File: src/rtl/irq_l2_pkg.sv
package irq_l2_pkg;
  localparam int OFFS_W = 8;
  localparam logic [OFFS_W-1:0] OFS_PEND  = 8'h00;
  localparam logic [OFFS_W-1:0] OFS_SWSET = 8'h04;
  localparam logic [OFFS_W-1:0] OFS_CLR   = 8'h08;
  localparam logic [OFFS_W-1:0] OFS_MASK  = 8'h0C;
  localparam logic [OFFS_W-1:0] OFS_MSET  = 8'h10;
  localparam logic [OFFS_W-1:0] OFS_MCLR  = 8'h14;

  typedef enum logic [2:0] {
    SEL_NONE,
    SEL_PEND,
    SEL_MASK
  } rd_sel_e;
endpackage

File: src/rtl/irq_l2_edge.sv
module irq_l2_edge #(
  parameter int NSRC = 32
) (
  input  logic            clk,
  input  logic [NSRC-1:0] src_i,
  output logic [NSRC-1:0] rise_o
);
  logic [NSRC-1:0] src_q;

  always_ff @(posedge clk) begin
    src_q <= src_i;
  end

  genvar g;
  generate
    for (g = 0; g < NSRC; g++) begin : g_rise
      assign rise_o[g] = src_i[g] & ~src_q[g];
    end
  endgenerate
endmodule

File: src/rtl/irq_l2_pend.sv
module irq_l2_pend #(
  parameter int NSRC = 32
) (
  input  logic            clk,
  input  logic            rst,
  input  logic [NSRC-1:0] rise_i,
  input  logic [NSRC-1:0] swset_i,
  input  logic [NSRC-1:0] clr_i,
  output logic [NSRC-1:0] pend_o
);
  logic [NSRC-1:0] pend_q;

  genvar g;
  generate
    for (g = 0; g < NSRC; g++) begin : g_bit
      always_ff @(posedge clk) begin
        if (rst) begin
          pend_q[g] <= 1'b0;
        end else if (rise_i[g] | swset_i[g]) begin
          pend_q[g] <= 1'b1;
        end else if (clr_i[g]) begin
          pend_q[g] <= 1'b0;
        end
      end
    end
  endgenerate

  assign pend_o = pend_q;
endmodule

File: src/rtl/irq_l2_mask.sv
module irq_l2_mask #(
  parameter int NSRC = 32
) (
  input  logic            clk,
  input  logic            rst,
  input  logic [NSRC-1:0] mset_i,
  input  logic [NSRC-1:0] mclr_i,
  output logic [NSRC-1:0] mask_o
);
  logic [NSRC-1:0] mask_q;

  always_ff @(posedge clk) begin
    if (rst) begin
      mask_q <= '1;
    end else begin
      mask_q <= (mask_q | mset_i) & ~mclr_i;
    end
  end

  assign mask_o = mask_q;
endmodule

File: src/rtl/irq_l2_regif.sv
module irq_l2_regif
  import irq_l2_pkg::*;
#(
  parameter int NSRC = 32,
  parameter int AW   = 8
) (
  input  logic            clk,
  input  logic            rst,
  input  logic            wr_en,
  input  logic            rd_en,
  input  logic [AW-1:0]   addr,
  input  logic [NSRC-1:0] wdata,
  input  logic [NSRC-1:0] pend_i,
  input  logic [NSRC-1:0] mask_i,
  output logic [NSRC-1:0] swset_o,
  output logic [NSRC-1:0] clr_o,
  output logic [NSRC-1:0] mset_o,
  output logic [NSRC-1:0] mclr_o,
  output logic [NSRC-1:0] rdata
);
  logic [OFFS_W-1:0] ofs;
  logic              hi_zero;
  rd_sel_e           sel;
  logic [NSRC-1:0]   rdata_q;

  generate
    if (AW > OFFS_W) begin : g_wide
      assign ofs     = addr[OFFS_W-1:0];
      assign hi_zero = (addr[AW-1:OFFS_W] == '0);
    end else begin : g_narrow
      assign ofs     = OFFS_W'(addr);
      assign hi_zero = 1'b1;
    end
  endgenerate

  always_comb begin
    swset_o = '0;
    clr_o   = '0;
    mset_o  = '0;
    mclr_o  = '0;
    if (wr_en && hi_zero) begin
      unique case (ofs)
        OFS_SWSET: swset_o = wdata;
        OFS_CLR:   clr_o   = wdata;
        OFS_MSET:  mset_o  = wdata;
        OFS_MCLR:  mclr_o  = wdata;
        default: ;
      endcase
    end
  end

  always_comb begin
    sel = SEL_NONE;
    if (hi_zero) begin
      unique case (ofs)
        OFS_PEND, OFS_SWSET, OFS_CLR: sel = SEL_PEND;
        OFS_MASK, OFS_MSET, OFS_MCLR: sel = SEL_MASK;
        default:                      sel = SEL_NONE;
      endcase
    end
  end

  always_ff @(posedge clk) begin
    if (rst) begin
      rdata_q <= '0;
    end else if (rd_en) begin
      unique case (sel)
        SEL_PEND: rdata_q <= pend_i;
        SEL_MASK: rdata_q <= mask_i;
        default:  rdata_q <= '0;
      endcase
    end
  end

  assign rdata = rdata_q;
endmodule

File: src/rtl/irq_l2_agg.sv
module irq_l2_agg #(
  parameter int NSRC = 32,
  parameter int AW   = 8
) (
  input  logic            clk,
  input  logic            rst,
  input  logic [NSRC-1:0] src_i,
  input  logic            wr_en,
  input  logic            rd_en,
  input  logic [AW-1:0]   addr,
  input  logic [NSRC-1:0] wdata,
  output logic [NSRC-1:0] rdata,
  output logic            irq_o
);
  logic [NSRC-1:0] rise;
  logic [NSRC-1:0] swset;
  logic [NSRC-1:0] clr;
  logic [NSRC-1:0] mset;
  logic [NSRC-1:0] mclr;
  logic [NSRC-1:0] pend;
  logic [NSRC-1:0] mask;
  logic            irq_q;

  irq_l2_edge #(.NSRC(NSRC)) u_edge (
    .clk    (clk),
    .src_i  (src_i),
    .rise_o (rise)
  );

  irq_l2_regif #(.NSRC(NSRC), .AW(AW)) u_regif (
    .clk     (clk),
    .rst     (rst),
    .wr_en   (wr_en),
    .rd_en   (rd_en),
    .addr    (addr),
    .wdata   (wdata),
    .pend_i  (pend),
    .mask_i  (mask),
    .swset_o (swset),
    .clr_o   (clr),
    .mset_o  (mset),
    .mclr_o  (mclr),
    .rdata   (rdata)
  );

  irq_l2_pend #(.NSRC(NSRC)) u_pend (
    .clk     (clk),
    .rst     (rst),
    .rise_i  (rise),
    .swset_i (swset),
    .clr_i   (clr),
    .pend_o  (pend)
  );

  irq_l2_mask #(.NSRC(NSRC)) u_mask (
    .clk    (clk),
    .rst    (rst),
    .mset_i (mset),
    .mclr_i (mclr),
    .mask_o (mask)
  );

  always_ff @(posedge clk) begin
    if (rst) begin
      irq_q <= 1'b0;
    end else begin
      irq_q <= |(pend & ~mask);
    end
  end

  assign irq_o = irq_q;
endmodule

File: config.mk
export PLATFORM = sky130hd
export DESIGN_NAME = irq_l2_agg
export DESIGN_NICKNAME = d
export VERILOG_FILES = /design/src/rtl/irq_l2_pkg.sv /design/src/rtl/irq_l2_edge.sv /design/src/rtl/irq_l2_pend.sv /design/src/rtl/irq_l2_mask.sv /design/src/rtl/irq_l2_regif.sv /design/src/rtl/irq_l2_agg.sv
export SDC_FILE = /design/constraint.sdc
export NUM_CORES = 1
export LEC_CHECK = 0
export BUFFER_PORTS_ARGS = -buffer_cell sky130_fd_sc_hd__buf_4
export CAP_MARGIN = 40
export CORE_ASPECT_RATIO = 1.75
export CORE_MARGIN = 4
export CORE_UTILIZATION = 35
export CTS_BUF_LIST = sky130_fd_sc_hd__clkbuf_2 sky130_fd_sc_hd__clkbuf_4 sky130_fd_sc_hd__clkbuf_8
export CTS_CLUSTER_SIZE = 20
export DETAILED_ROUTE_END_ITERATION = 8
export MAX_ROUTING_LAYER = met4
export PLACE_DENSITY = 0.66
export RECOVER_POWER = 50
export SYNTH_ARGS = -nofsm -noshare
export SYNTH_HDL_FRONTEND = slang
export SYNTH_SLANG_ARGS = --single-unit
File: constraint.sdc
create_clock -name clk -period 2.9 [get_ports clk]
set_input_delay 0.29 -clock clk [delete_from_list [all_inputs] [get_ports clk]]
set_output_delay 0.29 -clock clk [all_outputs]
set_load 0.02 [all_outputs]
==> run summary, run 1 <==
Die ar.: 17120 um2
global-route wire length before repair: 24.58 mm
layout cells sized above 1: 15.20%
Slew HR: 8.836%
via count: 4870
Routed WL per cell: 16.56 um
Final #Nets: 829
Arr. time, crit path: 2.52 ns
Area growth syn-to-layout: 28.30%
synth top area cells: dfxtp_1 (49%), nor2_1 (9.3%), o32a_1 (6.1%)
startpoint types: primary input
post-route minimum period: 2.149 ns
Netlist cell types: 26
Post-Syn Nets: 705
Crit path required time: 3.27 ns
Setup TNS Final: 0 ns
initial antenna violation count: 0
clk sink count: 129
ANT cells: 0
Syn Std Cell Area: 5256 um2
Total GRT Usage: 18.81%
CP max FO: 64
width of the die: 100.6 um
max-cap check violation count: 0
yosys warns: 0
slew at the pin closest to its max-slew limit: 1.367 ns
fraction of registers with async set/reset: 0%
Yosys top cell area share: 49.13%
initial drt markers: 309
synthesized area per cell: 8.383 um2
global placement routability congestion: 0.8135
Reg clk slew, reported paths: 0.07 ns
Worst Hold Depth: 3
Detailed Place HPWL: 9.782 mm
Clock Skew: 0.01341 ns
multiplexer share of the synthesized area: 0%
core footprint: 14840 um2
xor/xnor cell area share of the yosys netlist: 0%
count leader, synth: nor2_1
Num CTS Buffers: 17
post-synthesis simple-gate area fraction: 19.97%
fin crit share: 74.09%
Hold WC Path Type: in -> reg
critical path class: in -> reg
clock latency on the worst-skew pair: 0.43 ns
Total Power: 3.646 mW
Total Routed Length: 15.67 mm
Congestion Overflow GR: 0
DRC viols: 0
DRT Pass-1 Iters: 4
post-synthesis compound-gate area fraction: 24.30%
pins over their slew limit: 0
sequential area share after synthesis: 49.13%
path depth of the worst reg2reg path: 4
post-synthesis register bit count: 129
Multi-input gate area: 2355 um2
Post-synth top cells: nor2_1 (130), dfxtp_1 (129), nand2_1 (65)
Setup-failing EPs final: 0
RSZ-0062 raised after global routing: false
power per cell area: 540.7 nW/um2
peak supply drop: 290.8 uV
largest family of logic cells by synthesized area: compound AO/OA/AOI/OAI gates
Max Clock Freq: 0.4654 GHz
Die Ht: 170.1 um
Starting Density: 35.42%
H-tree lvl count: 4
register area: 2582 um2
Synth area leader: dfxtp_1
Leak: 2.593 nW
CTS tree: done
FP Rows: 59
Synth Area in Adders: 0.4761%
Post-synth top flop: dfxtp_1
antenna viol nets, final: 0
vias in the first global route: 4741
Fillers: 1485
Syn Inst Count: 627
PortBufs: 108
Final Hold Vio Count: 0
clk buf depth: 2
largest net degree at the start of global routing: 68
# IOs: 109
Crit. End Element: register
clk root buf: clkbuf_8
status: completed
DR vias/cell: 5.148
Post-synth EDFFs: 0
==> cells in the final DEF (no fill, tap or decap) <==
master / synthesis / routed
dfxtp_1: 129 / 129
nand4b_1: 1 / 1
dlygate4sd3_1: 0 / 32
nor4_1: 4 / 4
nand2_1: 65 / 65
nor4_4: 1 / 1
clkbuf_1: 32 / 34
nor2b_2: 0 / 1
clkbuf_4: 0 / 36
nand4bb_1: 1 / 1
nand4_1: 2 / 2
nand3_1: 1 / 1
o22ai_1: 16 / 16
inv_1: 34 / 34
o21a_1: 1 / 1
clkbuf_2: 3 / 2
buf_12: 0 / 1
ha_1: 2 / 2
clkinvlp_4: 0 / 1
a41oi_1: 1 / 1
nor2_1: 130 / 130
bufinv_16: 0 / 1
nor4b_2: 1 / 1
o32a_1: 32 / 32
clkinv_2: 0 / 3
buf_4: 0 / 48
o21ai_0: 32 / 32
a21oi_1: 32 / 32
a22o_1: 32 / 32
nor2b_1: 34 / 33
and3_1: 1 / 1
o211ai_1: 32 / 32
clkbuf_8: 0 / 21
==> per-layer routing <==
metal  share of wire, %  track usage, %  routed length (um)
met2                 51           31.36                7978
met3                4.8           3.486                 757
met4               0.89           5.630                 140
met5                  0               -                   0
met1                 43           22.90                6792
==> report_power, final <==
| part | total, mW | internal [mW] | switching [mW] |
|---|---|---|---|
| clock | 1.48 | 0.809 | 0.669 |
| sequential | 1.86 | 1.83 | 0.0241 |
| combinational | 0.311 | 0.148 | 0.163 |
==> sequential cells by signal, summed over array words and instances (netlist names) <==
name	flops
u_regif.rdata	32
u_mask.mask_o	32
u_pend.pend_o	32
u_edge.src_q	32
irq_o	1
==> what timing repair did <==
| item | 4_1_cts | 5_1_grt |
|---|---|---|
| hold endpoints to repair | 32 | 0 |
| gates resized for setup | 0 | 0 |
| setup buffers | 0 | 0 |
| setup endpoints to repair | 0 | 0 |
| hold buffers | 32 | 0 |
==> through the flow <==
stage | std cells | area [um2] | utilization [%] | setup WS (ns) | hold WS (ns)
after floorplan | 627 | 5256 | - | 1.007 | 0.3177
after global placement | 883 | 6177 | 41.63 | 0.6993 | 0.4045
after detailed placement | 883 | 6177 | 41.63 | 0.6860 | 0.4053
after CTS | 946 | 6877 | 46.34 | 1.145 | 0.1797
after global routing | 946 | 6744 | 45.45 | 0.6219 | 0.1959
final | 946 | 6744 | 45.45 | 0.7514 | 0.2068
==> logic make-up after synthesis <==
kind of cell	Yosys count
flops	129
simple gates	241
fa+ha+maj	2
compound gates	178
buf+inv	77
==> final timing paths <==
path / start / endpoint / slack [ns]
max: rst / u_mask.mask_o[0]$_SDFF_PP1_ / 0.75
min: wdata[26] / u_pend.pend_o[26]$_SDFFE_PP0P_ / 0.21
max reg2reg: u_pend.pend_o[19]$_SDFFE_PP0P_ / irq_o$_SDFF_PP0_ / 1.51
min reg2reg: u_edge.src_q[26]$_DFF_P_ / u_pend.pend_o[26]$_SDFFE_PP0P_ / 0.52
==> area by class of cell <==
type                    count  area share [%]
repair buffers            148           15.88
clock inverters             5          0.7792
clock buffers              26           4.842
flip-flops and latches    129           38.29
well taps                 183           3.395
inverters                  34           1.892
multi-input cells         421           34.92
==> worst max-delay path, cell delays in order <==
cell	delay, ns
clkbuf_2	0.97
nor2_1	0.15
nand4_1	0.16
clkbuf_2	0.66
o32a_1	0.27
No activity file was read; power rests on OpenSTA's default activity.
==> run 2, diff against run 1 <==
==> constraint.sdc (replaced) <==
create_clock -name clk -period 2.1 [get_ports clk]
set_input_delay 0.21 -clock clk [delete_from_list [all_inputs] [get_ports clk]]
set_output_delay 0.21 -clock clk [all_outputs]
set_load 0.02 [all_outputs]
==> run 2 against run 1 <==
Global-route usage fell by 0.067 points; cell count rose by 0.32%; sequential share of layout area fell by 0.87 points; clock power rose by 40%; critical path depth rose by 5; largest cell class unchanged.
==> run summary, run 2 (same netlist as run 1, synthesis figures left out) <==
Starting Density: 35.42%
Arr. time, crit path: 1.96 ns
largest net degree at the start of global routing: 96
Crit. End Element: register
slew at the pin closest to its max-slew limit: 0.8117 ns
power per cell area: 733.9 nW/um2
Routed WL per cell: 16.32 um
clk buf depth: 2
Die Ht: 170.1 um
Total Routed Length: 15.49 mm
clk root buf: clkbuf_8
layout cells sized above 1: 18.41%
FP Rows: 59
Critical Path Max Stage Delay: 0.39 ns
Total GRT Usage: 18.74%
Setup-failing EPs final: 0
Hold WC Path Type: in -> reg
DRC viols: 0
vias in the first global route: 4812
Slew HR: 45.89%
width of the die: 100.6 um
fin crit share: 79.27%
peak supply drop: 376.3 uV
Die ar.: 17120 um2
Reg clk slew, reported paths: 0.07 ns
Crit path required time: 2.40 ns
core footprint: 14840 um2
Num CTS Buffers: 17
path depth of the worst reg2reg path: 4
global placement routability congestion: 0.8010
Congestion Overflow GR: 0
critical path class: in -> reg
most frequent cells in the layout: nor2_1 (130), dfxtp_1 (129), buf_4 (73)
pins over their slew limit: 0
Clock Skew: 0.008998 ns
slowest CP cell: nor4b_1
Detailed Place HPWL: 9.917 mm
DR vias/cell: 5.121
Area growth syn-to-layout: 31.30%
# IOs: 109
CP max FO: 32
CTS tree: done
Final #Nets: 834
crit path setup slack, layout: 0.4353 ns
startpoint types: primary input
Max Clock Freq: 0.6007 GHz
status: completed
final core occ: 46.51%
Worst Hold Depth: 3
global-route wire length before repair: 24.39 mm
Leak: 2.731 nW
antenna viol nets, final: 0
Hold WS: 0.1256 ns
commonest non-fill, non-tap cell in the layout: nor2_1
Fillers: 1494
Setup TNS Final: 0 ns
ANT cells: 0
pre-CTS WS: 0.09193 ns
max-cap check violation count: 0
cells along the critical path: buf_4, nor4b_1, nor2b_1, o21a_1, inv_1, ha_1, buf_12, a22o_1, a21oi_1, nor2_1
initial antenna violation count: 0
Total Power: 5.065 mW
RSZ-0062 raised after global routing: false
Placed Area: 6265 um2
H-tree lvl count: 4
post-route minimum period: 1.665 ns
DRT Pass-1 Iters: 5
CTS resizes: 0
initial drt markers: 252
DP Cell Count: 888
clock latency on the worst-skew pair: 0.43 ns
design area: 6902 um2
Finished Layout Cells: 949
via count: 4860
PortBufs: 108
Final Hold Vio Count: 0
clk sink count: 129
## run 2: cell count changes in the layout (fill, tap and decap cells not counted)
cell / delta
clkbuf_8: -1
clkbuf_1: -24
buf_4: +25
bufinv_16: +1
nor4_4: -1
nor4b_2: -1
nor4_1: +1
buf_12: +4
nor4b_1: +1
clkbuf_4: -2
## run 2: final timing paths
check	start	to	slack, ns
worst max-delay path	addr[7]	u_regif.rdata[7]$_SDFFE_PP0P_	0.44
worst min register to register	u_edge.src_q[3]$_DFF_P_	u_pend.pend_o[3]$_SDFFE_PP0P_	0.53
worst min-delay path	wdata[17]	u_pend.pend_o[17]$_SDFFE_PP0P_	0.13
worst max register to register	u_pend.pend_o[19]$_SDFFE_PP0P_	irq_o$_SDFF_PP0_	0.64
## run 2: power by group
part	total, mW	internal (mW)	switching [mW]
clock network	2.07	1.16	0.904
logic	0.431	0.208	0.224
registers	2.57	2.53	0.0342
total	5.07	3.90	1.16
## run 2: worst max-delay path, delay by kind of cell
| kind | cells | cell delay [ns] |
|---|---|---|
| and+or+nand+nor | 3 | 0.62 |
| AOI/OAI and AO/OA | 3 | 0.55 |
| adders and majority gates | 1 | 0.22 |
| buffers and inverters | 3 | 0.35 |
## run 2: repair_timing
action | in CTS | in global routing
hold endpoints to repair | 41 | 0
hold buffers | 32 | 0
setup buffers | 0 | 0
## run 2: area by class of cell
cell class / count / area [um2] / area share (%)
clock buffers: 23 / 297.8 / 4.315
flip-flops and latches: 129 / 2582 / 37.42
inverters: 34 / 127.6 / 1.849
clock inverters: 6 / 82.58 / 1.197
well taps: 183 / 229.0 / 3.318
multi-input cells: 421 / 2333 / 33.81
repair buffers: 153 / 1249 / 18.09
## run 2: routing by layer
layer / wire, um / share of wire (%) / GRT usage [%] / vias up
met5: 0 / 0 / - / -
met4: 276 / 1.8 / 7.097 / 0
met3: 750 / 4.8 / 3.774 / 20
met2: 7942 / 51 / 31.48 / 144
met1: 6518 / 42 / 21.78 / 2255
li1: - / - / - / 2441
